File: config.mk
export PLATFORM = sky130hd
export DESIGN_NAME = lbus_burst_seq
export DESIGN_NICKNAME = d
export VERILOG_FILES = /design/src/rtl/lbus_seq_pkg.sv /design/src/rtl/lbus_addr_gen.sv /design/src/rtl/lbus_beat_ctr.sv /design/src/rtl/lbus_burst_seq.sv
export SDC_FILE = /design/constraint.sdc
export NUM_CORES = 1
export LEC_CHECK = 0
export CAP_MARGIN = 20
export CORE_MARGIN = 2
export CORE_UTILIZATION = 47
export CTS_CLUSTER_DIAMETER = 60
export DETAILED_ROUTE_END_ITERATION = 12
export GPL_ROUTABILITY_DRIVEN = 0
export PLACE_DENSITY = 0.8
export SYNTH_ARGS = -nofsm -noshare
export SYNTH_HDL_FRONTEND = slang
export SYNTH_HIERARCHICAL = 1
export SYNTH_SLANG_ARGS = --single-unit
File: constraint.sdc
create_clock -name clk -period 2.5 [get_ports clk]
set_input_delay 0.5 -clock clk [delete_from_list [all_inputs] [get_ports clk]]
set_output_delay 0.5 -clock clk [all_outputs]
set_load 0.1 [all_outputs]
File: src/rtl/lbus_seq_pkg.sv
package lbus_seq_pkg;

  typedef enum logic [1:0] {
    ST_IDLE = 2'd0,
    ST_RUN  = 2'd1,
    ST_HOLD = 2'd2
  } seq_state_e;

  // Address increment per completed beat for a width code
  function automatic logic [2:0] step_of(input logic [1:0] code);
    case (code)
      2'd0:    step_of = 3'd1;
      2'd1:    step_of = 3'd2;
      default: step_of = 3'd4;
    endcase
  endfunction

  // Last unit of an aligned group of four bus units
  function automatic logic quad_end(input logic [3:0] a, input logic [1:0] code);
    case (code)
      2'd0:    quad_end = (a[1:0] == 2'b11);
      2'd1:    quad_end = (a[2:1] == 2'b11);
      default: quad_end = (a[3:2] == 2'b11);
    endcase
  endfunction

endpackage

File: src/rtl/lbus_addr_gen.sv
module lbus_addr_gen
  import lbus_seq_pkg::*;
#(
  parameter int AW = 16
) (
  input  logic          clk,
  input  logic          rst_n,
  input  logic          load,
  input  logic [AW-1:0] load_addr,
  input  logic          adv,
  input  logic [1:0]    width,
  output logic [AW-1:0] addr,
  output logic          at_quad_end
);

  logic [AW-1:0] step_w;

  assign step_w      = AW'(step_of(width));
  assign at_quad_end = quad_end(addr[3:0], width);

  always_ff @(posedge clk or negedge rst_n) begin
    if (!rst_n)    addr <= '0;
    else if (load) addr <= load_addr;
    else if (adv)  addr <= addr + step_w;
  end

endmodule

File: src/rtl/lbus_beat_ctr.sv
module lbus_beat_ctr #(
  parameter int LW = 8
) (
  input  logic          clk,
  input  logic          rst_n,
  input  logic          load,
  input  logic [LW-1:0] load_len,
  input  logic          dec,
  output logic          last
);

  logic [LW-1:0] rem_q;

  assign last = (rem_q == LW'(1));

  always_ff @(posedge clk or negedge rst_n) begin
    if (!rst_n)    rem_q <= '0;
    else if (load) rem_q <= load_len;
    else if (dec)  rem_q <= rem_q - LW'(1);
  end

endmodule

File: src/rtl/lbus_burst_seq.sv
module lbus_burst_seq
  import lbus_seq_pkg::*;
#(
  parameter int AW = 16,
  parameter int LW = 8
) (
  input  logic          clk,
  input  logic          rst_n,
  input  logic          cfg_burst,
  input  logic          cfg_bterm_en,
  input  logic [1:0]    bus_width,
  input  logic          req_valid,
  output logic          req_ready,
  input  logic [AW-1:0] req_addr,
  input  logic [LW-1:0] req_len,
  input  logic          req_dir,
  input  logic          fifo_full,
  input  logic          fifo_empty,
  input  logic          ready_n,
  input  logic          bterm_n,
  output logic [AW-1:0] la,
  output logic          ads_n,
  output logic          blast_n,
  output logic          bus_cyc,
  output logic          beat_stb
);

  seq_state_e state_q;
  logic       seg_new_q;
  logic       dir_q;
  logic       accept, start, done, last, qend;
  logic       stop_now, stop_acc, cont_mode, blast_c;

  assign req_ready = (state_q == ST_IDLE);
  assign accept    = req_valid & req_ready;
  assign start     = accept & (req_len != '0);
  assign bus_cyc   = (state_q == ST_RUN);
  assign done      = bus_cyc & ~ready_n;
  assign beat_stb  = done;
  assign cont_mode = cfg_burst & cfg_bterm_en;

  // FIFO limit flag for the active direction
  assign stop_now = dir_q   ? fifo_full : fifo_empty;
  assign stop_acc = req_dir ? fifo_full : fifo_empty;

  assign blast_c = last | ~cfg_burst | (cfg_burst & ~cfg_bterm_en & qend) | stop_now;

  assign ads_n   = ~(bus_cyc & seg_new_q);
  assign blast_n = ~(bus_cyc & blast_c);

  lbus_addr_gen #(.AW(AW)) u_addr (
    .clk         (clk),
    .rst_n       (rst_n),
    .load        (start),
    .load_addr   (req_addr),
    .adv         (done),
    .width       (bus_width),
    .addr        (la),
    .at_quad_end (qend)
  );

  lbus_beat_ctr #(.LW(LW)) u_cnt (
    .clk      (clk),
    .rst_n    (rst_n),
    .load     (start),
    .load_len (req_len),
    .dec      (done),
    .last     (last)
  );

  always_ff @(posedge clk or negedge rst_n) begin
    if (!rst_n) begin
      state_q   <= ST_IDLE;
      seg_new_q <= 1'b0;
      dir_q     <= 1'b0;
    end else begin
      case (state_q)
        ST_IDLE: begin
          if (start) begin
            dir_q     <= req_dir;
            seg_new_q <= 1'b1;
            state_q   <= stop_acc ? ST_HOLD : ST_RUN;
          end
        end
        ST_RUN: begin
          if (done) begin
            if (last) begin
              state_q   <= ST_IDLE;
              seg_new_q <= 1'b0;
            end else if (stop_now) begin
              state_q   <= ST_HOLD;
              seg_new_q <= 1'b1;
            end else begin
              // bterm_n is sampled only here, while a beat owns the bus
              seg_new_q <= blast_c | (cont_mode & ~bterm_n);
            end
          end
        end
        ST_HOLD: begin
          if (!stop_now) state_q <= ST_RUN;
        end
        default: state_q <= ST_IDLE;
      endcase
    end
  end

endmodule

==> results of run 1 <==
stage by stage:
| step | area (um^2) | hold slack (ns) |
|---|---|---|
| after global routing | 2680 | 0.587 |
| after floorplan | 1920 | 0.204 |
| after CTS | 2650 | 0.536 |
| after global placement | 2570 | 0.503 |
| final | 2680 | 0.528 |
| after detailed placement | 2570 | 0.512 |
worst max-delay path by stage:
stage	startpoint	to	slack (ns)	cells after the start
4_1_cts	u_cnt/rem_q[3]$_DFFE_PN0P_	blast_n	0.01	5
6_report	u_cnt/rem_q[3]$_DFFE_PN0P_	blast_n	0.03	5
5_1_grt	u_cnt/rem_q[3]$_DFFE_PN0P_	blast_n	-0.02	5
3_5_place_dp	bus_width[0]	blast_n	-0.19	11
3_3_place_gp	bus_width[0]	blast_n	-0.17	11
2_1_floorplan	state_q[1]$_DFFE_PN0P_	u_cnt/rem_q[7]$_DFFE_PN0P_	-0.33	5
sequential cells by signal, summed over array words and instances (netlist names):
| name | flops |
|---|---|
| dir_q | 1 |
| seg_new_q | 1 |
| state_q | 2 |
| u_addr/addr | 16 |
| u_cnt/rem_q | 8 |
cell type report:
class                           count  share of cell area, %
Tap cell                           48                   2.24
Clock inverter                      1                   1.12
Clock buffer                        3                   1.54
Multi-Input combinational cell    161                   43.3
Inverter                            9                   1.26
Timing Repair Buffer               72                   24.2
Sequential cell                    28                   26.3
worst max-delay path: stages (launching register included):
cell and delay (ns):
dfrtp_1 0.43, or4_4 0.59, nor4b_4 0.25, buf_4 0.18
o21ai_4 0.07, buf_12 0.17
cells in the mapped netlist, types with 5 or more instances:
| master | count |
|---|---|
| nor2_1 | 14 |
| o21ai_0 | 19 |
| nand2_1 | 31 |
| nor2b_1 | 5 |
| dfrtp_1 | 28 |
| nand3_1 | 10 |
| xnor2_1 | 6 |
| ha_1 | 5 |
| a31oi_1 | 6 |
| inv_1 | 9 |
| nand2b_1 | 5 |
repair_timing:
action,4_1_cts,5_1_grt
hold endpoints to repair,0,0
pin swaps,2,0
setup buffers,0,4
resized for setup,6,0
hold buffers,0,0
setup endpoints to repair,1,1
cloned,0,0
cell families after synthesis:
family,after synthesis
XOR/XNOR,10
AND/OR/NAND/NOR,95
adder cells (fa/ha/maj),6
buffers and inverters,15
AO/OA/AOI/OAI,45
flip-flops,28
multiplexers,5
routing by layer:
metal	share of wire, %	wire length, um
met5	0	0
met4	0.32	14
met3	6.3	274
met2	47	2060
met1	46	2020
==> results_dict.tcl, run 1 <==
set metrics [dict create \
    grt_start_max_net_pins 29 \
    clk_latency_ns 0.28 \
    setup_slack_ns 0.0312 \
    avgSynthCellArea_um2 8.91 \
    synth_top_family_by_area "simple AND/OR/NAND/NOR gates" \
    netlist_instances 204 \
    critPathArrivalTime_ns 1.97 \
    grt_use_met2_pct 33.5 \
    num_vias 1748 \
    multi_input_area_um2 1160 \
    final_cells 322 \
    num_io_pins 57 \
    dp_hpwl_um 3220 \
    crit_type "register to primary output" \
    synthesis.nets 246 \
    n_antenna_cell 0 \
    antenna_found_initial 0 \
    die_w_um 66.2 \
    cts-buffers-inserted 3 \
    ys_seq_area_share_pct 38.6 \
    clock-root-buffer "clkbuf_8" \
    synth_area_leader_cell "dfrtp_1" \
    synth_area_leaders "dfrtp_1, nand2_1, o21ai_0" \
    endpoint_kind "primary output" \
    drc 0 \
    synthMuxAreaShare_pct 3.03 \
    grt-ovfl-total 0 \
    io_buffers 56 \
    fill_cells 293 \
    clk_path_buf_depth 2 \
    finalHoldViolations 0 \
    post-place-ws_ns -0.186 \
    tns_ns 0 \
    setup_viol 0 \
    initial_utilization_pct 49.3 \
    max_slew_margin_pct 75.1 \
    synthAdderAreaFrac_pct 4.55 \
    num_rows 22 \
    r2r_cells 7 \
    layout_min_cycle_time_ns 2.47 \
    regToRegStartpoint "u_addr/addr[0]$_DFFE_PN0P_" \
    drv_cap 0 \
    maxSlewViolCount 0 \
    fmax_mhz 405 \
    yosysUniqueCellTypes 46 \
    grtUsageMet3_pct 3.24 \
    wl_per_cell_um 13.6 \
    area_growth_pct 47.7 \
    grt.busiest_layer "met2" \
    cts_sinks 28 \
    min_from "seg_new_q$_DFFE_PN0P_" \
    drtIter0Drc 78 \
    critPathRequiredTime_ns 2.00 \
    dieHeight_um 66.2 \
    grt_pass1_vias 1560 \
    worst_hold_path_type "register to register" \
    rsz0062_at_grt "true" \
    synth_xor_area_share_pct 4.82 \
    worstMarginPinSlew_ns 0.373 \
    synth_edf_count 0 \
    path_max_fanout 5 \
    post-route-period-util_pct 98.8 \
    synthFlopType "dfrtp_1" \
    ant_nets 0 \
    grt_first_pass_wirelength_um 7160 \
    rrSetupSlack_ns 0.40 \
    regArea_um2 706 \
    start_kind "register" \
    grt_usage_pct 20.8 \
    holdPathEnd "seg_new_q$_DFFE_PN0P_" \
    yosys.area_share.simple_pct 29.1 \
    drt_wl_total_um 4370 \
    dp_cells 314 \
    async_reset_ff_share_pct 100 \
    fp.coreArea_um2 3690 \
    final_util_pct 72.8 \
    yosys_warnings 6 \
    routed_via_density 5.43 \
    status "finished, final reports clean" \
    die_area_um2 4380 \
    hold_path_depth 2 \
    syn_area_um2 1820 \
    cts_tree "built" \
    crit-reg2reg-capture "u_addr/addr[12]$_DFFE_PN0P_" \
    synth_compound_area_share_pct 16.3 \
    ys_ff_latch 28 \
    dr.pass1.iters 4 \
    gr-usage-met1_pct 29.2 \
    drive_above_1_share_pct 27.0 \
    clkTransAtPathRegs_ns 0.10 \
    fin_skew_ns 0.0100 \
    final_nets 317 \
    yosys.area.top_type_share_pct 38.6 \
    final_common_cell "buf_4" \
    layout_common_cells "buf_4, clkdlybuf4s50_1, nand2_1" \
    cts_max_level 1 \
]
Power of run 1 is not shown: default switching activity piles up to over one toggle a cycle in this logic, so the estimate is an artifact.
==> run 2: changes to the inputs <==
--- a/config.mk
+++ b/config.mk
@@ -12,6 +12,8 @@
 export DETAILED_ROUTE_END_ITERATION = 12
 export GPL_ROUTABILITY_DRIVEN = 0
 export PLACE_DENSITY = 0.8
+export SETUP_SLACK_MARGIN = 0.15
+export SLEW_MARGIN = 20
 export SYNTH_ARGS = -nofsm -noshare
 export SYNTH_HDL_FRONTEND = slang
 export SYNTH_HIERARCHICAL = 1
==> run 2 against run 1 <==
  * Critical path depth unchanged
  * Flip-flop and latch count unchanged
  * Largest cell class unchanged
  * Hold slack better by 0.022 ns
  * Critical path type unchanged
  * Non-clock buffer count up 7
==> results_dict.tcl, run 2 (synthesized netlist as in run 1, its figures left out) <==
set metrics [dict create \
    layout_common_cells "buf_4, clkdlybuf4s50_1, nand2_1" \
    top_register "u_addr/addr" \
    hold_buffers 0 \
    critPathRequiredTime_ns 2.00 \
    critPathArrivalTime_ns 1.94 \
    reg_top3 "u_addr/addr (16), u_cnt/rem_q (8), state_q (2)" \
    num_vias 1774 \
    post-place-ws_ns -0.194 \
    setup_slack_ns 0.0647 \
    rsz0062_at_grt "true" \
    worstMarginPinSlew_ns 0.366 \
    routed_via_density 5.39 \
    n_antenna_cell 0 \
    ant_nets 0 \
    grt_start_max_net_pins 29 \
    grt_usage_pct 23.4 \
    critical_path.top_delay_family "simple AND/OR/NAND/NOR gates" \
    layout_min_cycle_time_ns 2.44 \
    drtIter0Drc 106 \
    max_slew_margin_pct 75.6 \
    design_area_um2 2720 \
    grt_pass1_vias 1802 \
    path_buf_inv 2 \
    grt_first_pass_wirelength_um 8030 \
    largest_reg_flops 16 \
    grt-ovfl-total 0 \
    start_kind "register" \
    cts-buffers-inserted 3 \
    fp.coreArea_um2 3690 \
    cpPeakStageDelay_ns 0.59 \
    drc 0 \
    clk_latency_ns 0.27 \
    maxSlewViolCount 0 \
    tns_ns 0 \
    antenna_found_initial 0 \
    cts_tree "built" \
    cpMaxStageDelayCell "or4_4" \
    drive_above_1_share_pct 29.2 \
    clock-root-buffer "clkbuf_8" \
    num_io_pins 57 \
    num_rows 22 \
    cts_sinks 28 \
    setup_viol 0 \
    fin_skew_ns 0.00672 \
    status "finished, final reports clean" \
    die_area_um2 4380 \
    final_cells 329 \
    area_growth_pct 49.9 \
    cts_max_level 1 \
    initial_utilization_pct 49.3 \
    final_common_cell "buf_4" \
    dieHeight_um 66.2 \
    io_buffers 56 \
    drt_wl_total_um 4660 \
    finalHoldViolations 0 \
    post-route-period-util_pct 97.4 \
    path_max_fanout 5 \
    final_nets 324 \
    dr.pass1.iters 4 \
    fill_cells 307 \
    dp_hpwl_um 3610 \
    place_area_um2 2620 \
    endpoint_kind "primary output" \
    crit_type "register to primary output" \
    clkTransAtPathRegs_ns 0.10 \
    fmax_mhz 411 \
    drv_cap 0 \
    dp_cells 321 \
    die_w_um 66.2 \
    wl_per_cell_um 14.2 \
    crit_path_cell_trace "or4_4 -> nor4b_4 -> buf_4 -> o21ai_4 -> buf_12" \
    worst_hold_path_type "register to register" \
    clk_path_buf_depth 2 \
]
==> run 2: cell count changes in the layout (fill, tap and decap cells not counted), sizes merged <==
| cell | before | now |
|---|---|---|
| clkbuf | 3 | 4 |
| buf | 37 | 44 |
| clkdlybuf4s15 | 0 | 2 |
| dlygate4sd2 | 2 | 0 |
| bufinv | 1 | 0 |
==> run 2: timing repair <==
item,in CTS,in global routing
setup buffers,4,0
resized for setup,5,2
hold endpoints to repair,0,0
setup endpoints to repair,1,1
pin swaps,1,0
==> run 2: final timing paths <==
check / from / end / slack, ns / cells past startpoint
setup / recovery: u_cnt/rem_q[3]$_DFFE_PN0P_ / blast_n / 0.06 / 5
hold / removal: dir_q$_DFFE_PN0P_ / dir_q$_DFFE_PN0P_ / 0.55 / 1
setup reg to reg: u_addr/addr[0]$_DFFE_PN0P_ / u_addr/addr[12]$_DFFE_PN0P_ / 0.44 / 7
hold reg to reg: dir_q$_DFFE_PN0P_ / dir_q$_DFFE_PN0P_ / 0.55 / 1
max in group asynchronous: rst_n / u_addr/addr[0]$_DFFE_PN0P_ / 1.59 / 2
min in group asynchronous: rst_n / dir_q$_DFFE_PN0P_ / 0.60 / 2
==> run 2: cell type report <==
| cell class | instances | area, um^2 | area share [%] |
|---|---|---|---|
| clock buffer | 4 | 55.1 | 2.02 |
| inverter | 9 | 33.8 | 1.24 |
| multi-input combinational | 161 | 1160 | 42.7 |
| sequential | 28 | 707 | 26.0 |
| tap | 48 | 60.1 | 2.20 |
| timing repair buffer | 79 | 706 | 25.9 |
==> run 2: routing by layer <==
metal  share of wire [%]  track usage, %  wire [um]  vias up
met1                  44            29.8       2060      846
met5                   0               0          0        -
met2                  52            42.5       2400       34
met3                 3.9            4.09        180        2
li1                    -               -          -      892
met4                0.28            2.81         13        0
==> run 2: per-stage QoR <==
step | utilization, % | hold slack (ns)
final | 73.8 | 0.551
after global routing | 73.8 | 0.579
after floorplan | - | 0.204
after detailed placement | 71.1 | 0.529
after global placement | 71.1 | 0.526
after CTS | 73.8 | 0.551
Power of run 2 is left out for the same reason.
